==> src/rtl/upd_snoop_cache.sv <==
`timescale 1ns/1ps
module upd_snoop_cache #(
  parameter int AW = 2,
  parameter int DW = 8,
  parameter int IW = 1
) (
  input  logic          clk,
  input  logic          rst,
  input  logic          cpu_req,
  input  logic          cpu_we,
  input  logic [AW-1:0] cpu_addr,
  input  logic [DW-1:0] cpu_wdata,
  output logic          cpu_done,
  output logic [DW-1:0] cpu_rdata,
  output logic          bus_req,
  output logic [1:0]    bus_cmd,
  output logic [AW-1:0] bus_addr,
  output logic [DW-1:0] bus_wdata,
  input  logic          bus_gnt,
  input  logic          bus_done,
  input  logic [DW-1:0] bus_rdata,
  input  logic          bus_shared,
  input  logic          snp_valid,
  input  logic          snp_done,
  input  logic [1:0]    snp_cmd,
  input  logic [AW-1:0] snp_addr,
  input  logic [DW-1:0] snp_wdata,
  output logic          snp_hit,
  output logic          snp_supply,
  output logic [DW-1:0] snp_sdata
);
  localparam int NS = 1 << IW;
  localparam int TW = AW - IW;
  localparam logic [1:0] C_RD = 2'd1;
  localparam logic [1:0] C_WT = 2'd2;
  localparam logic [1:0] C_WB = 2'd3;

  typedef enum logic [1:0] {S_IDLE, S_WB, S_RD, S_WT} st_t;
  st_t st;

  logic [NS-1:0] vld, shr, drt;
  logic [TW-1:0] tag [NS];
  logic [DW-1:0] dat [NS];

  logic [IW-1:0] cset, sset;
  logic [TW-1:0] ctag, stag;
  logic          hit, xfer, start;

  assign cset  = cpu_addr[IW-1:0];
  assign ctag  = cpu_addr[AW-1:IW];
  assign sset  = snp_addr[IW-1:0];
  assign stag  = snp_addr[AW-1:IW];
  assign hit   = vld[cset] && (tag[cset] == ctag);
  assign xfer  = bus_gnt && bus_done;
  assign start = cpu_req && !cpu_done && !snp_valid;

  assign bus_req   = (st != S_IDLE);
  assign bus_addr  = (st == S_WB) ? {tag[cset], cset} : cpu_addr;
  assign bus_wdata = (st == S_WB) ? dat[cset] : cpu_wdata;

  always_comb begin
    case (st)
      S_WB:    bus_cmd = C_WB;
      S_RD:    bus_cmd = C_RD;
      S_WT:    bus_cmd = C_WT;
      default: bus_cmd = 2'd0;
    endcase
  end

  assign snp_hit    = snp_valid && vld[sset] && (tag[sset] == stag);
  assign snp_supply = snp_hit && (snp_cmd == C_RD) && drt[sset];
  assign snp_sdata  = dat[sset];

  always_ff @(posedge clk) begin
    if (rst) begin
      st        <= S_IDLE;
      vld       <= '0;
      shr       <= '0;
      drt       <= '0;
      cpu_done  <= 1'b0;
      cpu_rdata <= '0;
      for (int i = 0; i < NS; i++) begin
        tag[i] <= '0;
        dat[i] <= '0;
      end
    end else begin
      cpu_done <= 1'b0;
      if (snp_done && snp_hit) begin
        shr[sset] <= 1'b1;
        drt[sset] <= 1'b0;
        if (snp_cmd != C_RD) dat[sset] <= snp_wdata;
      end
      case (st)
        S_IDLE: begin
          if (start) begin
            if (hit && !cpu_we) begin
              cpu_rdata <= dat[cset];
              cpu_done  <= 1'b1;
            end else if (hit && shr[cset]) begin
              st <= S_WT;
            end else if (hit) begin
              dat[cset] <= cpu_wdata;
              drt[cset] <= 1'b1;
              cpu_done  <= 1'b1;
            end else if (vld[cset] && drt[cset]) begin
              st <= S_WB;
            end else begin
              st <= S_RD;
            end
          end
        end
        S_WB: begin
          if (xfer) begin
            drt[cset] <= 1'b0;
            st        <= S_RD;
          end
        end
        S_RD: begin
          if (xfer) begin
            vld[cset] <= 1'b1;
            tag[cset] <= ctag;
            shr[cset] <= bus_shared;
            drt[cset] <= cpu_we && !bus_shared;
            if (!cpu_we) begin
              dat[cset] <= bus_rdata;
              cpu_rdata <= bus_rdata;
              cpu_done  <= 1'b1;
              st        <= S_IDLE;
            end else if (bus_shared) begin
              dat[cset] <= bus_rdata;
              st        <= S_WT;
            end else begin
              dat[cset] <= cpu_wdata;
              cpu_done  <= 1'b1;
              st        <= S_IDLE;
            end
          end
        end
        default: begin
          if (xfer) begin
            dat[cset] <= cpu_wdata;
            shr[cset] <= bus_shared;
            drt[cset] <= 1'b0;
            cpu_done  <= 1'b1;
            st        <= S_IDLE;
          end
        end
      endcase
    end
  end
endmodule

==> config.mk <==
export PLATFORM = sky130hd
export DESIGN_NAME = upd_snoop_cache
export DESIGN_NICKNAME = d
export VERILOG_FILES = /design/src/rtl/upd_snoop_cache.sv
export SDC_FILE = /design/constraint.sdc
export NUM_CORES = 1
export LEC_CHECK = 0
export BUFFER_PORTS_ARGS = -buffer_cell sky130_fd_sc_hd__clkbuf_2
export CAP_MARGIN = 20
export CORE_UTILIZATION = 41
export DETAILED_ROUTE_END_ITERATION = 16
export GPL_ROUTABILITY_DRIVEN = 0
export GPL_TIMING_DRIVEN = 0
export HOLD_SLACK_MARGIN = 0.05
export PLACE_DENSITY = 0.73
export SYNTH_ARGS = -nofsm -noshare
export SYNTH_HDL_FRONTEND = slang
export SYNTH_SLANG_ARGS = --single-unit
==> constraint.sdc <==
create_clock -name clk -period 2.43 [get_ports clk]
set_input_delay 0.486 -clock clk [delete_from_list [all_inputs] [get_ports clk]]
set_output_delay 0.486 -clock clk [all_outputs]
set_load 0.1 [all_outputs]
==> key figures, run 1 <==
Power and ir drop
  – Max IR drop VDD: 0.437 mV
  – Leak pwr: 1.48 nW
  – Power Dens Cells: 743 nW/um^2
  – Power Total: approximately 2.4 mW

Logic synthesis
  – Adder-Cell Fraction of Synth Area: 2.57%
  – Synth cell count leaders: 34 x mux2i_1, 31 x nor2_1, 24 x nand2_1
  – Synth Area in Compound Gates: 16.1%
  – Ys async rst share: 0%
  – Synth top area share: 22.2%
  – Synth Area in Simple Gates: 20.2%
  – Synth area leaders: edfxtp_1 22%, dfxtp_1 14%, mux2i_1 14%
  – Gate Count Post-Synth: 269
  – Prevailing post-synth register cell: edfxtp_1
  – Mapped Nets: 313
  – EDFF count, synth: 18
  – Post-synth top area cell: edfxtp_1
  – Mapped Area: 2430 um^2
  – Multiplexer share of the synthesized area: a little under a fifth
  – Largest family of logic cells by synthesized area: simple AND/OR/NAND/NOR gates
  – Area share of xor/xnor cells in the synthesized design: 1.08%
  – Cell with the most instances after synthesis: mux2i_1
  – Synthesized flop and latch total: 35
  – Yosys warnings: 0
  – Avg Inst Size Synth: 9.05 um^2
  – Distinct cells, synth: 48
  – Seq/Total Area, Yosys: a little over a third

Finish
  – Nets: between 300 and 400
  – Share of cells above drive strength 1: 36.1%
  – Fin cells: 418
  – Area grow syn2layout: 32.3%
  – ANT cells: 0
  – Fillcell total: 516

STA
  – Slew Limit Fails: 0
  – Clock period minus worst slack: 2.35 ns
  – Least-Margin Pin Slew: around 0.73 ns
  – Final TNS setup: 0 ns
  – # setup viols final: 0
  – Layout Skew: ~0.0064 ns
  – Fin. Hold Viols: 0
  – Highest Clock Rate: roughly 420 MHz
  – Relative slew slack: between 50 and 60%
  – Tcrit/Tclk final: between 90 and 100%
  – RSZ-0062 raised after global routing: false

Clocking
  – Worst skew pair latency: 0.29 ns
  – CTS buffer count: 5
  – CTS Sinks: 35
  – Worst-path clk slew: 0.08 ns
  – # H-tree levels: 2
  – Clk buf depth: 2
  – TritonCTS clock tree: built
  – Clk root buf: clkbuf_8

Global route
  – Initial antenna violation count: 0
  – Global-route wire length before repair: about 11 mm
  – GR Overflow Total: 0
  – Number of global-route vias before repair: 2274
  – Largest net degree at the start of global routing: 13
  – GRT Total Usage: 22.8%

Worst setup path
  – Kind of start point of the critical path: input port
  – CP Class: in -> out
  – Crit end category: primary output
  – Critical Path Fanout Max: 10
  – Top delay family on crit path: buffers and inverters
  – CP max stage cell: mux2i_2
  – Crit-path max cell delay: 0.35 ns
  – CP bufs+invs: 4
  – CP required: between 1.5 and 2 ns
  – Critical Path, Cell by Cell: clkbuf_2 -> buf_2 -> buf_4 -> mux2i_2 -> a21oi_4 -> clkbuf_8
  – Crit path DAT: around 1.9 ns

Route
  – WL per Instance: 16.4 um
  – Final wirelength: 6.84 mm
  – DRT iter0 DRCs: 194
  – DR vias: 2415
  – Drt pass-1 iters: 6
  – Vias per inst: 5.78
  – # DRC: 0
  – Final ANT Viol Nets: 0

Die
  – DIE WIDTH: 79.1 um
  – Area of the die: 6250 um^2
  – Core Area: about 5600 um^2
  – Ports: 71
  – Initial Utilization: 43.4%
  – Vert. Die Dim: 79.1 um
  – # rows: 27

Place
  – Dpl cells: 410
  – IO buf count: 69
  – Hpwl dp: 5.18 mm

Min path
  – Worst min path class: reg -> reg

Job
  – Max-cap check violation count: 0

Outcome
  – Status: completed
-- state kept, by name (all words and copies together), names as in the netlist --
name,flops
cpu_rdata,8
dat,16
tag,2
drt,2
vld,2
cpu_done,1
shr,2
st,2
-- cell type report --
type	instances	area [um^2]	area share [%]
inverters	8	30.0	0.932
well taps	72	90.1	2.80
repair buffers	69	389	12.1
multi-input cells	208	1570	48.9
clock inverters	2	36.3	1.13
plain buffers	18	128	3.96
clock buffers	6	93.8	2.91
flip-flops and latches	35	881	27.3
-- per-stage QoR --
step	instance area (um^2)	hold WS, ns	setup WS (ns)	util (%)
finish	3220	0.497	0.0753	57.5
global route	3220	0.515	0.00741	57.5
CTS	3210	0.490	0.0224	57.3
detailed placement	3010	0.478	-0.484	53.7
global placement	3010	0.478	-0.470	53.7
floorplan	2570	0.453	-0.342	-
-- timing repair --
action	in CTS	in global routing
endpoints found under the setup margin	11	18
buffers inserted	0	0
hold buffers	0	0
resized for setup	19	13
-- worst paths after layout --
kind / cells past startpoint / slack, ns / start / endpoint
worst max-delay path: 6 / 0.08 / cpu_addr[0] / bus_wdata[5]
worst min-delay path: 2 / 0.50 / vld[1] / vld[1]
worst max register to register: 5 / 0.19 / tag[1] / dat[0][7]
worst min register to register: 2 / 0.50 / vld[1] / vld[1]
-- report_power, final --
part           internal [mW]  switching, mW
sequential             0.668         0.0303
clock                  0.369          0.226
combinational          0.269          0.832
total                   1.31           1.09
-- cell usage in the layout (no fill, tap or decap), types with 3 or more instances in the layout --
cell type  instances
nor2_1            31
clkbuf_1           6
a21oi_4            9
o41ai_1            8
mux2_2            10
clkbuf_2          57
nand3_1            3
o21ai_0            8
nand2b_1           5
nor2b_1           11
and3_1             3
buf_2              6
or3_1              4
edfxtp_1          18
a21oi_1           14
dfxtp_1           17
clkbuf_8           8
nor3_1             3
mux2i_1           31
ha_1               5
nand2_1           23
inv_1              8
buf_4             12
-- worst register-to-register path, cell delays in order (launching register included) --
cell	delay [ns]
edfxtp_1	0.46
mux2i_4	0.20
xnor2_2	0.17
nor3_2	0.64
nor2_1	0.09
nand2_1	0.34
-- cells by family (layout without fill, tap and decap cells) --
family | after synthesis | count (layout)
compound gates | 58 | 58
xor+xnor | 3 | 3
fa+ha+maj | 5 | 5
buf+inv | 26 | 103
flops | 35 | 35
mux | 44 | 44
simple gates | 98 | 98
-- layer usage --
layer  global-route usage, %  up-vias  routed length, um
met3                    6.55       16                434
met4                    6.73        0                121
li1                        -     1129                  -
met2                    38.3      108               3400
met5                       0        -                  0
met1                    28.2     1162               2880
No activity file was read; power rests on OpenSTA's default activity.
==> run 2: changes to the inputs <==
==> constraint.sdc (replaced) <==
create_clock -name clk -period 2.43 [get_ports clk]
set_input_delay 0.1215 -clock clk [delete_from_list [all_inputs] [get_ports clk]]
set_output_delay 0.1215 -clock clk [all_outputs]
set_load 0.1 [all_outputs]
==> key figures, run 2 (synthesis results as in run 1) <==
Min path
  – Worst min path class: in -> reg (was reg -> reg)

Global route
  – GR Overflow Total: 0 (unchanged)
  – Number of global-route vias before repair: 2118 (was 2274)
  – Largest net degree at the start of global routing: 12 (was 13)
  – Global-route wire length before repair: 10.2 mm (was 10.9 mm)
  – Initial antenna violation count: 0 (unchanged)
  – GRT Total Usage: 21.7% (was 22.8%)

Route
  – # DRC: 0 (unchanged)
  – WL per Instance: 16.0 um (was 16.4 um)
  – Final wirelength: 6.69 mm (was 6.84 mm)
  – DRT iter0 DRCs: 209 (was 194)
  – DR vias: 2358 (was 2415)
  – Final ANT Viol Nets: 0 (unchanged)
  – Vias per inst: 5.64 (was 5.78)
  – Drt pass-1 iters: 5 (was 6)

Clocking
  – CTS Hold Bufs: 0 (unchanged)
  – Clk root buf: clkbuf_8 (unchanged)
  – CTS Sinks: 35 (unchanged)
  – CTS buffer count: 5 (unchanged)
  – Clk buf depth: 2 (unchanged)
  – Worst skew pair latency: 0.28 ns (was 0.29 ns)
  – # H-tree levels: 2 (unchanged)
  – TritonCTS clock tree: built (unchanged)
  – Worst-path clk slew: 0.07 ns (was 0.08 ns)
  – Setup Fix Bufs, Post-CTS: 0 (unchanged)

Finish
  – Area grow syn2layout: 24.5% (was 32.3%)
  – Finished Cell Area: 3030 um^2 (was 3220 um^2)
  – Most common cell after layout, fill and taps aside: clkbuf_2 (unchanged)
  – Nets: 389 (unchanged)
  – Fillcell total: 539 (was 516)
  – Share of cells above drive strength 1: 32.4% (was 36.1%)
  – Max FFs per register: 16 (unchanged)
  – Commonest non-fill, non-tap cells in the layout: 70 x clkbuf_2, 34 x mux2i_1, 31 x nor2_1 (was 57 x clkbuf_2, 31 x mux2i_1, 31 x nor2_1)
  – Largest register by flop count: dat (unchanged)
  – FF+latch area: 881 um^2 (unchanged)
  – ANT cells: 0 (unchanged)
  – Largest regs: dat x16, cpu_rdata x8 (unchanged)
  – Fin util: 54.1% (was 57.5%)
  – Multi-input logic area: 1450 um^2 (was 1570 um^2)

Worst setup path
  – R2r setup slk: 0.21 ns (was 0.19 ns)
  – Crit end category: primary output (unchanged)
  – CP required: 2.31 ns (was 1.94 ns)
  – Kind of start point of the critical path: register (was input port)
  – Critical Path Fanout Max: 10 (unchanged)
  – Crit path DAT: 2.16 ns (was 1.87 ns)
  – CP Class: reg -> out (was in -> out)

Place
  – Hpwl dp: 5.04 mm (was 5.18 mm)
  – Place WS: 0.0165 ns (was -0.484 ns)
  – Area after DPL: 2890 um^2 (was 3010 um^2)
  – IO buf count: 69 (unchanged)

STA
  – Fin. Hold Viols: 0 (unchanged)
  – Slew Limit Fails: 0 (unchanged)
  – Clock period minus worst slack: 2.28 ns (was 2.35 ns)
  – # setup viols final: 0 (unchanged)
  – Relative slew slack: 52.0% (was 51.0%)
  – Tcrit/Tclk final: 93.8% (was 96.9%)
  – Worst setup margin: 0.151 ns (was 0.0753 ns)
  – Highest Clock Rate: 439 MHz (was 425 MHz)
  – Least-Margin Pin Slew: 0.717 ns (was 0.732 ns)
  – Final TNS setup: 0 ns (unchanged)
  – RSZ-0062 raised after global routing: false (unchanged)
  – Layout Skew: 0.00641 ns (was 0.00643 ns)

Power and ir drop
  – Power Dens Cells: 769 nW/um^2 (was 743 nW/um^2)
  – Leak pwr: 1.45 nW (was 1.48 nW)
  – Max IR drop VDD: 0.471 mV (was 0.437 mV)
  – Power Total: 2.33 mW (was 2.39 mW)

Job
  – Max-cap check violation count: 0 (unchanged)

Die
  – Vert. Die Dim: 79.1 um (unchanged)
  – Ports: 71 (unchanged)
  – Initial Utilization: 43.4% (unchanged)
  – DIE WIDTH: 79.1 um (unchanged)
  – Area of the die: 6250 um^2 (unchanged)
  – # rows: 27 (unchanged)
  – Core Area: 5610 um^2 (unchanged)

Outcome
  – Status: completed (unchanged)
[run 2: changes by cell type in the layout (fill, tap and decap cells not counted), sizes merged]
cell    change
clkbuf     +11
buf        -10
inv         -1
[run 2: path summary, 6_finish.rpt]
path,startpoint,to,cells past startpoint
worst max register to register,st[0],dat[1][5],8
worst min register to register,vld[1],vld[1],2
worst max-delay path,st[1],bus_wdata[5],6
worst min-delay path,bus_shared,shr[0],3
[run 2: critical path, cell delays in order (launching register included)]
cell	delay, ns
dfxtp_1	0.38
inv_1	0.09
ha_1	0.25
clkbuf_2	0.24
clkbuf_2	0.27
a21oi_1	0.17
clkbuf_2	0.47
[run 2: metrics by stage]
stage / instances / hold WS (ns)
2_1_floorplan: 269 / 0.271
3_3_place_gp: 410 / 0.442
3_5_place_dp: 410 / 0.464
4_1_cts: 418 / 0.165
5_1_grt: 418 / 0.192
6_report: 418 / 0.164
[run 2: what timing repair did]
action	4_1_cts	5_1_grt
endpoints found under the hold margin	0	0
pin swaps	0	0
gates resized for setup	3	2
endpoints found under the setup margin	9	16
[run 2: layer usage]
layer / up-vias / GRT usage (%) / share of wire, %
met2: 110 / 36.7 / 50
met5: - / 0 / 0
met3: 14 / 3.68 / 7.4
met1: 1105 / 27.7 / 41
li1: 1129 / - / -
met4: 0 / 7.82 / 1.8
[run 2: final cells by class]
type	count	share of cell area [%]
buffer	18	3.34
clock buffer	7	3.22
sequential	35	29.1
tap	72	2.97
timing repair buffer	69	11.5
multi-input combinational	208	48.0
inverter	8	0.991
clock inverter	1	0.991
[run 2: report_power, final]
group / internal [mW] / switching, mW / total [mW]
Combinational: 0.242 / 0.810 / 1.05
Clock: 0.369 / 0.215 / 0.584
Sequential: 0.668 / 0.0284 / 0.696
Total: 1.28 / 1.05 / 2.33
==> run 3: changes to the inputs <==
- REMOVE_ABC_BUFFERS: unset -> 1
==> key figures, run 3 (synthesis results as in run 1) <==
Die
  – Core Area: 5610 um^2 (unchanged)
  – Ports: 71 (unchanged)
  – Initial Utilization: 43.4% (unchanged)
  – Area of the die: 6250 um^2 (unchanged)
  – # rows: 27 (unchanged)
  – DIE WIDTH: 79.1 um (unchanged)
  – Vert. Die Dim: 79.1 um (unchanged)

Route
  – DRT iter0 DRCs: 220 (was 209)
  – # DRC: 0 (unchanged)
  – Vias per inst: 5.58 (was 5.64)
  – Drt pass-1 iters: 4 (was 5)
  – Final ANT Viol Nets: 0 (unchanged)
  – Final wirelength: 6.16 mm (was 6.69 mm)
  – DR vias: 2237 (was 2358)
  – WL per Instance: 15.4 um (was 16.0 um)

Finish
  – Max FFs per register: 16 (unchanged)
  – Fin cells: 401 (was 418)
  – Commonest non-fill, non-tap cells in the layout: 70 x clkbuf_2, 34 x mux2i_1, 31 x nor2_1 (unchanged)
  – Largest regs: dat x16, cpu_rdata x8 (unchanged)
  – Fillcell total: 569 (was 539)
  – Most common cell after layout, fill and taps aside: clkbuf_2 (unchanged)
  – Share of cells above drive strength 1: 31.9% (was 32.4%)
  – Largest register by flop count: dat (unchanged)
  – ANT cells: 0 (unchanged)
  – Area grow syn2layout: 19.9% (was 24.5%)
  – Finished Cell Area: 2920 um^2 (was 3030 um^2)
  – Nets: 372 (was 389)

Worst setup path
  – Reg2Reg Depth: 6 (was 8)
  – Critical Path, Cell by Cell: inv_1 -> ha_1 -> and3_1 -> a31oi_1 -> or2_2 -> nand2_2 (was inv_1 -> ha_1 -> clkbuf_2 -> clkbuf_2 -> a21oi_1 -> clkbuf_2)
  – R2r setup slk: 0.17 ns (was 0.21 ns)
  – Crit end category: register (was primary output)
  – Critical Path Fanout Max: 10 (unchanged)
  – Crit path to: dat[0][4] (was bus_wdata[5])
  – CP Class: reg -> reg (was reg -> out)
  – Critical Path Source: st[0] (was st[1])
  – CP required: 2.41 ns (was 2.31 ns)
  – Crit Reg-Reg Startpoint: st[0] (unchanged)
  – CP bufs+invs: 1 (was 4)
  – Crit-path max cell delay: 0.44 ns (was 0.47 ns)
  – Reg2reg end: dat[0][4] (was dat[1][5])
  – Top delay family on crit path: simple AND/OR/NAND/NOR gates (was buffers and inverters)
  – Crit path DAT: 2.24 ns (was 2.16 ns)
  – Kind of start point of the critical path: register (unchanged)
  – CP max stage cell: or2_2 (was clkbuf_2)
  – Cell depth of the worst setup path: 6 (unchanged)

STA
  – Final TNS setup: 0 ns (unchanged)
  – Hold WS: 0.159 ns (was 0.164 ns)
  – Tcrit/Tclk final: 92.9% (was 93.8%)
  – Fin. Hold Viols: 0 (unchanged)
  – Layout Skew: 0.0109 ns (was 0.00641 ns)
  – Relative slew slack: 53.1% (was 52.0%)
  – RSZ-0062 raised after global routing: false (unchanged)
  – Clock period minus worst slack: 2.26 ns (was 2.28 ns)
  – Slew Limit Fails: 0 (unchanged)
  – # setup viols final: 0 (unchanged)
  – Least-Margin Pin Slew: 0.703 ns (was 0.717 ns)
  – Highest Clock Rate: 443 MHz (was 439 MHz)

Power and ir drop
  – Switching pwr: 1.04 mW (was 1.05 mW)
  – Leak pwr: 1.38 nW (was 1.45 nW)
  – Sequential power share: 30.9% (was 29.8%)
  – Sw Ratio: 45.8% (was 45.2%)
  – Power Dens Cells: 776 nW/um^2 (was 769 nW/um^2)
  – Clock power frac: 24.3% (was 25.0%)
  – P_int: 1.23 mW (was 1.28 mW)
  – Combinational Power Share: 44.8% (was 45.1%)
  – Max IR drop VDD: 0.384 mV (was 0.471 mV)
  – Power Total: 2.27 mW (was 2.33 mW)

Clocking
  – Worst-path clk slew: 0.08 ns (was 0.07 ns)
  – Setup Fix Bufs, Post-CTS: 0 (unchanged)
  – # H-tree levels: 2 (unchanged)
  – CTS Sinks: 35 (unchanged)
  – Worst skew pair latency: 0.29 ns (was 0.28 ns)
  – Clk buf depth: 2 (unchanged)
  – Clk root buf: clkbuf_8 (unchanged)
  – TritonCTS clock tree: built (unchanged)
  – CTS buffer count: 5 (unchanged)

Outcome
  – Status: completed (unchanged)

Global route
  – GR Overflow Total: 0 (unchanged)
  – Initial antenna violation count: 0 (unchanged)
  – Number of global-route vias before repair: 2072 (was 2118)
  – GRT Total Usage: 20.5% (was 21.7%)
  – Largest net degree at the start of global routing: 37 (was 12)
  – Global-route wire length before repair: 9.72 mm (was 10.2 mm)

Min path
  – Worst min path class: in -> reg (unchanged)
  – Hold-critical path depth: 3 (unchanged)

Place
  – IO buf count: 70 (was 69)
  – Dpl cells: 393 (was 410)
  – Hpwl dp: 4.46 mm (was 5.04 mm)
  – Area after DPL: 2780 um^2 (was 2890 um^2)

Job
  – Max-cap check violation count: 0 (unchanged)
run 3: cell type report:
cell class / instances / area (um^2) / share of cell area, %
multi-input cells: 208 / 1450 / 49.7
flip-flops and latches: 35 / 881 / 30.2
repair buffers: 70 / 350 / 12.0
well taps: 72 / 90.1 / 3.08
clock buffers: 6 / 82.6 / 2.83
clock inverters: 2 / 35.0 / 1.20
inverters: 8 / 30.0 / 1.03
run 3: tightest hold or removal path: cells and delay by family:
| family | cells | cell delay, ns |
|---|---|---|
| compound gates | 1 | 0.06 |
| buf+inv | 2 | 0.21 |
run 3: per-layer routing:
layer	vias up	track usage (%)	wire, um
met5	-	0	0
met4	0	6.18	83
met3	8	4.71	592
met2	111	35.6	3040
met1	1021	25.1	2450
li1	1097	-	-
run 3: worst min path at each step:
stage,from,endpoint,slack (ns)
floorplan,rst,drt[0],0.19
CTS,bus_shared,shr[0],0.15
finish,bus_shared,shr[0],0.16
global placement,bus_shared,shr[0],0.46
global route,bus_shared,shr[0],0.17
detailed placement,bus_shared,shr[0],0.45
run 3: timing repair:
item,CTS,global route
gates resized for setup,6,2
endpoints found under the setup margin,34,16
hold buffers,0,0
endpoints found under the hold margin,0,0
run 3: through the flow:
stage | utilization (%) | setup slack (ns)
floorplan | - | -1.77
global placement | 49.5 | -0.392
detailed placement | 49.5 | -0.481
CTS | 52.0 | 0.0425
global route | 52.1 | 0.0331
finish | 52.1 | 0.172
run 3: power groups by stage:
stage          Clock (mW)  Sequential [mW]  Combinational [mW]
6_report            0.551            0.700                1.02
5_1_grt             0.576            0.706                1.08
4_1_cts             0.558            0.698                1.01
3_5_place_dp            0            0.709               0.998
3_3_place_gp            0            0.706               0.984
2_1_floorplan           0            0.807               0.676
